**src/rtl/opr_bank.sv**
```systemverilog
module opr_bank #(
  parameter int W = 8,
  parameter logic [3:0] SET_CODE = 4'hE,
  parameter logic [3:0] CLR_CODE = 4'hF
) (
  input  logic         clk,
  input  logic         rst_n,
  input  logic         a_stb,
  input  logic [3:0]   a_code,
  input  logic [W-1:0] a_data,
  input  logic         b_stb,
  input  logic [3:0]   b_code,
  input  logic [W-1:0] b_data,
  input  logic [W-3:0] sel_alt,
  input  logic [W-3:0] alt_in,
  input  logic [1:0]   rts_en,
  input  logic [1:0]   rx_ready,
  input  logic [1:0]   txd_en,
  input  logic [1:0]   tx_done,
  output logic [W-1:0] pins
);
  localparam int HI = W - 2;

  logic [W-1:0] bits_q;
  logic [W-1:0] set_m, clr_m;

  assign set_m = ((a_stb && a_code == SET_CODE) ? a_data : '0)
               | ((b_stb && b_code == SET_CODE) ? b_data : '0);
  assign clr_m = ((a_stb && a_code == CLR_CODE) ? a_data : '0)
               | ((b_stb && b_code == CLR_CODE) ? b_data : '0);

  always_ff @(posedge clk) begin
    if (!rst_n) bits_q <= '0;
    else        bits_q <= (bits_q | set_m) & ~clr_m;
  end

  for (genvar k = 0; k < 2; k++) begin : g_lo
    logic pull_low;
    always_comb begin
      pull_low = txd_en[k] & tx_done[k];
      if (rts_en[k])       pull_low = pull_low | (bits_q[k] & rx_ready[k]);
      else if (!txd_en[k]) pull_low = bits_q[k];
    end
    assign pins[k] = ~pull_low;
  end

  for (genvar i = 0; i < HI; i++) begin : g_hi
    assign pins[i+2] = sel_alt[i] ? alt_in[i] : ~bits_q[i+2];
  end
endmodule


```
**config.mk**
```make
export PLATFORM = sky130hd
export DESIGN_NAME = opr_bank
export DESIGN_NICKNAME = d
export VERILOG_FILES = /design/src/rtl/opr_bank.sv
export SDC_FILE = /design/constraint.sdc
export NUM_CORES = 1
export LEC_CHECK = 0
export BUFFER_PORTS_ARGS = -buffer_cell sky130_fd_sc_hd__buf_2
export CAP_MARGIN = 0
export CORE_MARGIN = 3
export CORE_UTILIZATION = 39
export DETAILED_ROUTE_END_ITERATION = 8
export PLACE_DENSITY_LB_ADDON = 0.08
export REMOVE_ABC_BUFFERS = 1
export SYNTH_ARGS = -nofsm -noshare
export SYNTH_HDL_FRONTEND = slang
export SYNTH_SLANG_ARGS = --single-unit
export TNS_END_PERCENT = 50
```
**constraint.sdc**
```tcl
create_clock -name clk -period 1.58 [get_ports clk]
set_input_delay 0.079 -clock clk [delete_from_list [all_inputs] [get_ports clk]]
set_output_delay 0.079 -clock clk [all_outputs]
set_load 0.02 [all_outputs]
```
After elaboration in Yosys (flattened, before gate mapping)
Index checks and enable logic that the tools add are counted.

word-level totals
  memories kept = 0
  output and inout bits = 8
  latch bits = 0
  bits in writable memories = 0
  register bits after elaboration = 8
  ROM bits = 0

operators by class
  reduce and logical (&&, ||, !) cells = 4
  multiply operators = 0
  magnitude comparators = 0
  shift operators = 0
  equality and inequality tests = 4
  mux-type cells = 14
  bitwise logic cells = 19
  add/sub/neg operators = 0
  divide/modulo/power cells = 0

operator list
  operator              number
  $mux W8               4
  $or A8 B8 Y8          3
  $eq A4 B4 Y1 const B  4
  $mux W1               10
  $and A8 B8 Y8         1
  $not A1 Y1            8
  $not A8 Y8            1
  $and A1 B1 Y1         4
  $logic_and A1 B1 Y1   4
  $or A1 B1 Y1          2

Depth between registers and ports, before layout
  depth in word-level cells = 6
  gate-level depth with buffers = 5
  gate-level depth less buffers = 3

Worst setup path before layout
OpenSTA, ideal clock, no wires.

  path kind = in2reg
  start = in b_code[2]
  end = reg bits_q[4]
  setup time = 0.079 ns
  stages on the path = 5
  buffers on the path = 2
  setup slack = 0.590 ns
  arrival = 0.911 ns
  path through = buf_2 -> and3_4 -> buf_6 -> a41o_1 -> a211oi_2

between the ends
  cells in the longest elaborated chain, start to end = 6
  elaborated cells on any way between the ends = 11
  those cells by class = eq/ne (2); mux (2); bitwise (5); reduce/logical (2)

ends and longest elaborated chain
  element                                            line    text
  from (decl)                                        12      input logic [3:0] b_code,
  $eq A4 B4 Y1, on equally long branches             28, 30
  $logic_and A1 B1 Y1, on equally long branches      28, 30
  $mux W8, on equally long branches                  28, 30
  $or A8 B8 Y8, on equally long branches             28, 30
  $or A8 B8 Y8 / $not A8 Y8 (equally long branches)  34      else bits_q <= (bits_q | set_m) & ~clr_m;
  $and A8 B8 Y8 (*)                                  34
  to (signal assigned)                               34
  to (decl)                                          24      logic [W-1:0] bits_q;

Every way passes the cells marked *; elsewhere a longest branch is shown, timed or not.
A chain may end at the register's enable or synchronous reset.

Worst setup path in the final report
  start = reg bits_q[6]
  end = out pins[6]

between the ends
  cells in the longest elaborated chain, start to end = 2

ends and longest elaborated chain
  element     line  text
  $not A1 Y1  48    assign pins[i+2] = sel_alt[i] ? alt_in[i] : ~bits_q[i+2];
  $mux W1     48
  to (decl)   20    output logic [W-1:0] pins

Every way passes these cells.

==> impl_results.html <==
<table>
<tr><th>Metric</th><th>Value</th></tr>
<tr><th colspan="2">Pwr</th></tr>
<tr><td>Worst supply voltage drop on vdd</td><td>0.3694 mV</td></tr>
<tr><td>Sequential power share</td><td>38.7%</td></tr>
<tr><td>Cell internal power dissipation</td><td>0.3708 mW</td></tr>
<tr><td>Net switching component of the power</td><td>0.1706 mW</td></tr>
<tr><td>Pwr/cell area</td><td>603.5 nW/µm²</td></tr>
<tr><td>Leak</td><td>0.4037 nW</td></tr>
<tr><td>Switching fraction of total power</td><td>31.51%</td></tr>
<tr><td>Clock network fraction of total power</td><td>30.1%</td></tr>
<tr><td>Fraction of power consumed by combinational cells</td><td>31.3%</td></tr>
<tr><th colspan="2">Synthesis</th></tr>
<tr><td>Post-synthesis sequential element count</td><td>8</td></tr>
<tr><td>Number of warnings reported in the yosys synthesis log</td><td>0</td></tr>
<tr><td>Number of instances in the synthesized netlist</td><td>88</td></tr>
<tr><td>Post-synthesis cell type count</td><td>22</td></tr>
<tr><td>Proportion of synthesized chip area in sequential cells</td><td>25.75%</td></tr>
<tr><td>Post-synthesis average cell area</td><td>7.066 µm²</td></tr>
<tr><td>Syn Std Cell Area</td><td>621.8 µm²</td></tr>
<tr><th colspan="2">Worst setup path</th></tr>
<tr><td>Critical path required time</td><td>1.50 ns</td></tr>
<tr><td>Signal arrival time at the worst endpoint</td><td>0.91 ns</td></tr>
<tr><td>Crit path buffers/inverters</td><td>1</td></tr>
<tr><td>Worst-path fanout max</td><td>2</td></tr>
<tr><td>Crit Path Class</td><td>flip-flop to output port</td></tr>
<tr><td>Crit path launch type</td><td>flip-flop</td></tr>
<tr><td>Dominant delay contributor by cell family on the critical path</td><td>flip-flops</td></tr>
<tr><td>Largest incremental delay on the critical path</td><td>0.31 ns</td></tr>
<tr><td>Critical-path cell list</td><td>o21ai_0 &gt; buf_2</td></tr>
<tr><td>Slowest cell on the critical path</td><td>dfxtp_1</td></tr>
<tr><td>Category of the worst setup path capture point</td><td>output port</td></tr>
<tr><th colspan="2">Global route</th></tr>
<tr><td>Via count of the first global-routing pass</td><td>734</td></tr>
<tr><td>Maximum number of pins on one net before global-route repair</td><td>16</td></tr>
<tr><td>Global-route usage over all layers</td><td>19.78%</td></tr>
<tr><td>Gr ovfl total</td><td>0</td></tr>
<tr><td>Antenna violations before repair</td><td>0</td></tr>
<tr><td>First-pass GRT wire length</td><td>3042 µm</td></tr>
<tr><th colspan="2">Clock network</th></tr>
<tr><td>Worst-path clk slew</td><td>0.06 ns</td></tr>
<tr><td>Library cell used as clock root buffer</td><td>clkbuf_4</td></tr>
<tr><td>Number of hold-repair buffers added at the cts stage</td><td>0</td></tr>
<tr><td>CTS tree</td><td>built</td></tr>
<tr><td>Post-CTS Setup Inserts</td><td>0</td></tr>
<tr><td>Quantity of gates resized following cts</td><td>0</td></tr>
<tr><td>Number of clock sinks</td><td>8</td></tr>
<tr><td>Number of buffers between clock root and the deepest sink</td><td>2</td></tr>
<tr><td>H-tree depth</td><td>1</td></tr>
<tr><td>Insertion delay to the later sink of the worst-skew pair</td><td>0.25 ns</td></tr>
<tr><td>CTS buffer count</td><td>3</td></tr>
<tr><th colspan="2">Routing</th></tr>
<tr><td>Mean number of vias per cell</td><td>5.732</td></tr>
<tr><td>Detailed-route wire length</td><td>1939 µm</td></tr>
<tr><td>Number of DRC violations after detailed-routing iteration 0</td><td>14</td></tr>
<tr><td># DRC</td><td>0</td></tr>
<tr><td>Number of detailed-routing iterations run before antenna repair</td><td>4</td></tr>
<tr><td>Total via count after detailed routing</td><td>877</td></tr>
<tr><td>DRT antenna net count</td><td>0</td></tr>
<tr><td>Detailed-route wire length per cell</td><td>12.67 µm</td></tr>
<tr><th colspan="2">Layout</th></tr>
<tr><td>Filler instances</td><td>137</td></tr>
<tr><td>Commonest cells after routing, fill and taps aside</td><td>buf_2, nand2_1</td></tr>
<tr><td>Net total in the final layout</td><td>188</td></tr>
<tr><td>Sequential Area</td><td>160.2 µm²</td></tr>
<tr><td>Synthesis-to-finish area growth</td><td>44.27%</td></tr>
<tr><td>Post-route core utilization</td><td>64.13%</td></tr>
<tr><td>Post-route insts no fill</td><td>153</td></tr>
<tr><td>Most common cell after layout, fill and taps aside</td><td>buf_2</td></tr>
<tr><td>Multi-input combinational cell area</td><td>416.7 µm²</td></tr>
<tr><td>Max FFs per register</td><td>8</td></tr>
<tr><td>Top reg by flops</td><td>bits_q</td></tr>
<tr><td>Fraction of layout instances using a drive strength above 1</td><td>43.48%</td></tr>
<tr><td>ANT cells</td><td>0</td></tr>
<tr><td>Biggest registers after layout</td><td>bits_q (8)</td></tr>
<tr><th colspan="2">Floorplan</th></tr>
<tr><td>Initial Util</td><td>44.45%</td></tr>
<tr><td>Die Span X</td><td>45.93 µm</td></tr>
<tr><td>Height of the die</td><td>45.93 µm</td></tr>
<tr><td>I/O pin cnt</td><td>56</td></tr>
<tr><td>Total die area</td><td>2110 µm²</td></tr>
<tr><td>Total core area</td><td>1399 µm²</td></tr>
<tr><td>Row count</td><td>13</td></tr>
<tr><th colspan="2">STA</th></tr>
<tr><td>Highest Clock Rate</td><td>1016 MHz</td></tr>
<tr><td>Final-layout setup total negative slack</td><td>0 ns</td></tr>
<tr><td>Period utilization</td><td>62.31%</td></tr>
<tr><td>Max Slew Vio Count</td><td>0</td></tr>
<tr><td>Max_slew headroom</td><td>65.39%</td></tr>
<tr><td>Worst Clk Skew</td><td>0 ns</td></tr>
<tr><td>Measured slew at the worst slew-check pin</td><td>0.5181 ns</td></tr>
<tr><td>Least setup slack across all paths after layout</td><td>0.5955 ns</td></tr>
<tr><td>Final number of hold-violating endpoints</td><td>0</td></tr>
<tr><td>Minimum clock period</td><td>0.9845 ns</td></tr>
<tr><td>Final setup vio count</td><td>0</td></tr>
<tr><td>RSZ-0062 raised after global routing</td><td>no</td></tr>
<tr><th colspan="2">Min path</th></tr>
<tr><td>Worst hold-check path type</td><td>input port to flip-flop</td></tr>
<tr><th colspan="2">Place</th></tr>
<tr><td>Global placer's final weighted congestion</td><td>0.7826</td></tr>
<tr><td>Number of buffers added on ports</td><td>55</td></tr>
<tr><td>Dpl cells</td><td>150</td></tr>
<tr><td>Half-perimeter wire length of the detailed placement result</td><td>1518 µm</td></tr>
<tr><td>Setup slack after placement</td><td>0.6121 ns</td></tr>
<tr><th colspan="2">Status</th></tr>
<tr><td>Result of the run</td><td>finished clean</td></tr>
<tr><th colspan="2">Run</th></tr>
<tr><td>Count of max-cap constraint violations</td><td>0</td></tr>
</table>
[area by class of cell]
type	count	area share [%]
clock buffers	3	2.510
inverters	1	0.4184
multi-input cells	71	46.44
flip-flops and latches	8	17.85
well taps	15	2.092
repair buffers	55	30.68
[power groups by stage]
stage / registers [mW] / clock network (mW) / logic, mW
global placement: 0.214 / 0 / 0.164
finish: 0.209 / 0.163 / 0.169
floorplan: 0.213 / 0 / 0.0673
global route: 0.210 / 0.175 / 0.189
CTS: 0.209 / 0.166 / 0.169
detailed placement: 0.214 / 0 / 0.169
[logic make-up (layout without fill, tap and decap cells)]
| logic type | Yosys count | in the layout | synth area share, % |
|---|---|---|---|
| buffers and inverters | 9 | 59 | 7.243 |
| DFF | 8 | 8 | 25.75 |
| AOI/OAI and AO/OA | 34 | 34 | 36.02 |
| and+or+nand+nor | 37 | 37 | 30.99 |
[worst register-to-register path, cell delays in order, from the launching register on]
cell and delay (ns):
dfxtp_1 0.31, a31oi_1 0.18, a211oi_2 0.09
[per-stage QoR]
stage / total power [mW] / area [µm²] / hold WS, ns
global placement: 0.3784 / 874.6 / 0.3460
CTS: 0.5440 / 897.1 / 0.08205
detailed placement: 0.3825 / 874.6 / 0.3530
floorplan: 0.2806 / 580.6 / 0.2167
global route: 0.5740 / 897.1 / 0.08500
finish: 0.5414 / 897.1 / 0.08137
[synthesized netlist by cell type]
library cell   n  area [µm²]
inv_1          1       3.750
buf_6          1       11.26
nand3_1        8       40.04
buf_1          2       7.510
a211oi_2       1       12.51
a41o_1         1       10.01
and3_4         1       11.26
a22oi_1        2       15.01
clkbuf_2       1       5.000
nor2b_1        1       6.260
a21oi_1        7       35.03
clkbuf_1       2       7.510
a31oi_1        8       50.05
and4_1         1       8.760
dfxtp_1        8       160.2
nand4_1        8       50.05
o21ai_0        8       40.04
buf_2          2       10.01
and4b_1        1       10.01
and3_1         1       6.260
o221ai_1       7       61.31
nand2_1       16       60.06
[worst paths after layout]
kind,from,depth (start not counted),end,slack (ns)
setup / recovery,bits_q[6],2,pins[6],0.60
hold / removal,b_data[7],3,bits_q[7],0.08
setup reg to reg,bits_q[4],2,bits_q[4],0.89
hold reg to reg,bits_q[7],2,bits_q[7],0.52
[metal layers]
layer	share of wire, %	track usage [%]	vias up
li1	-	-	452
met1	42	24.65	377
met2	46	31.87	43
met3	11	3.557	5
met4	1.3	10.23	0
met5	0	0	-
Power figures use the tool's default switching activity.
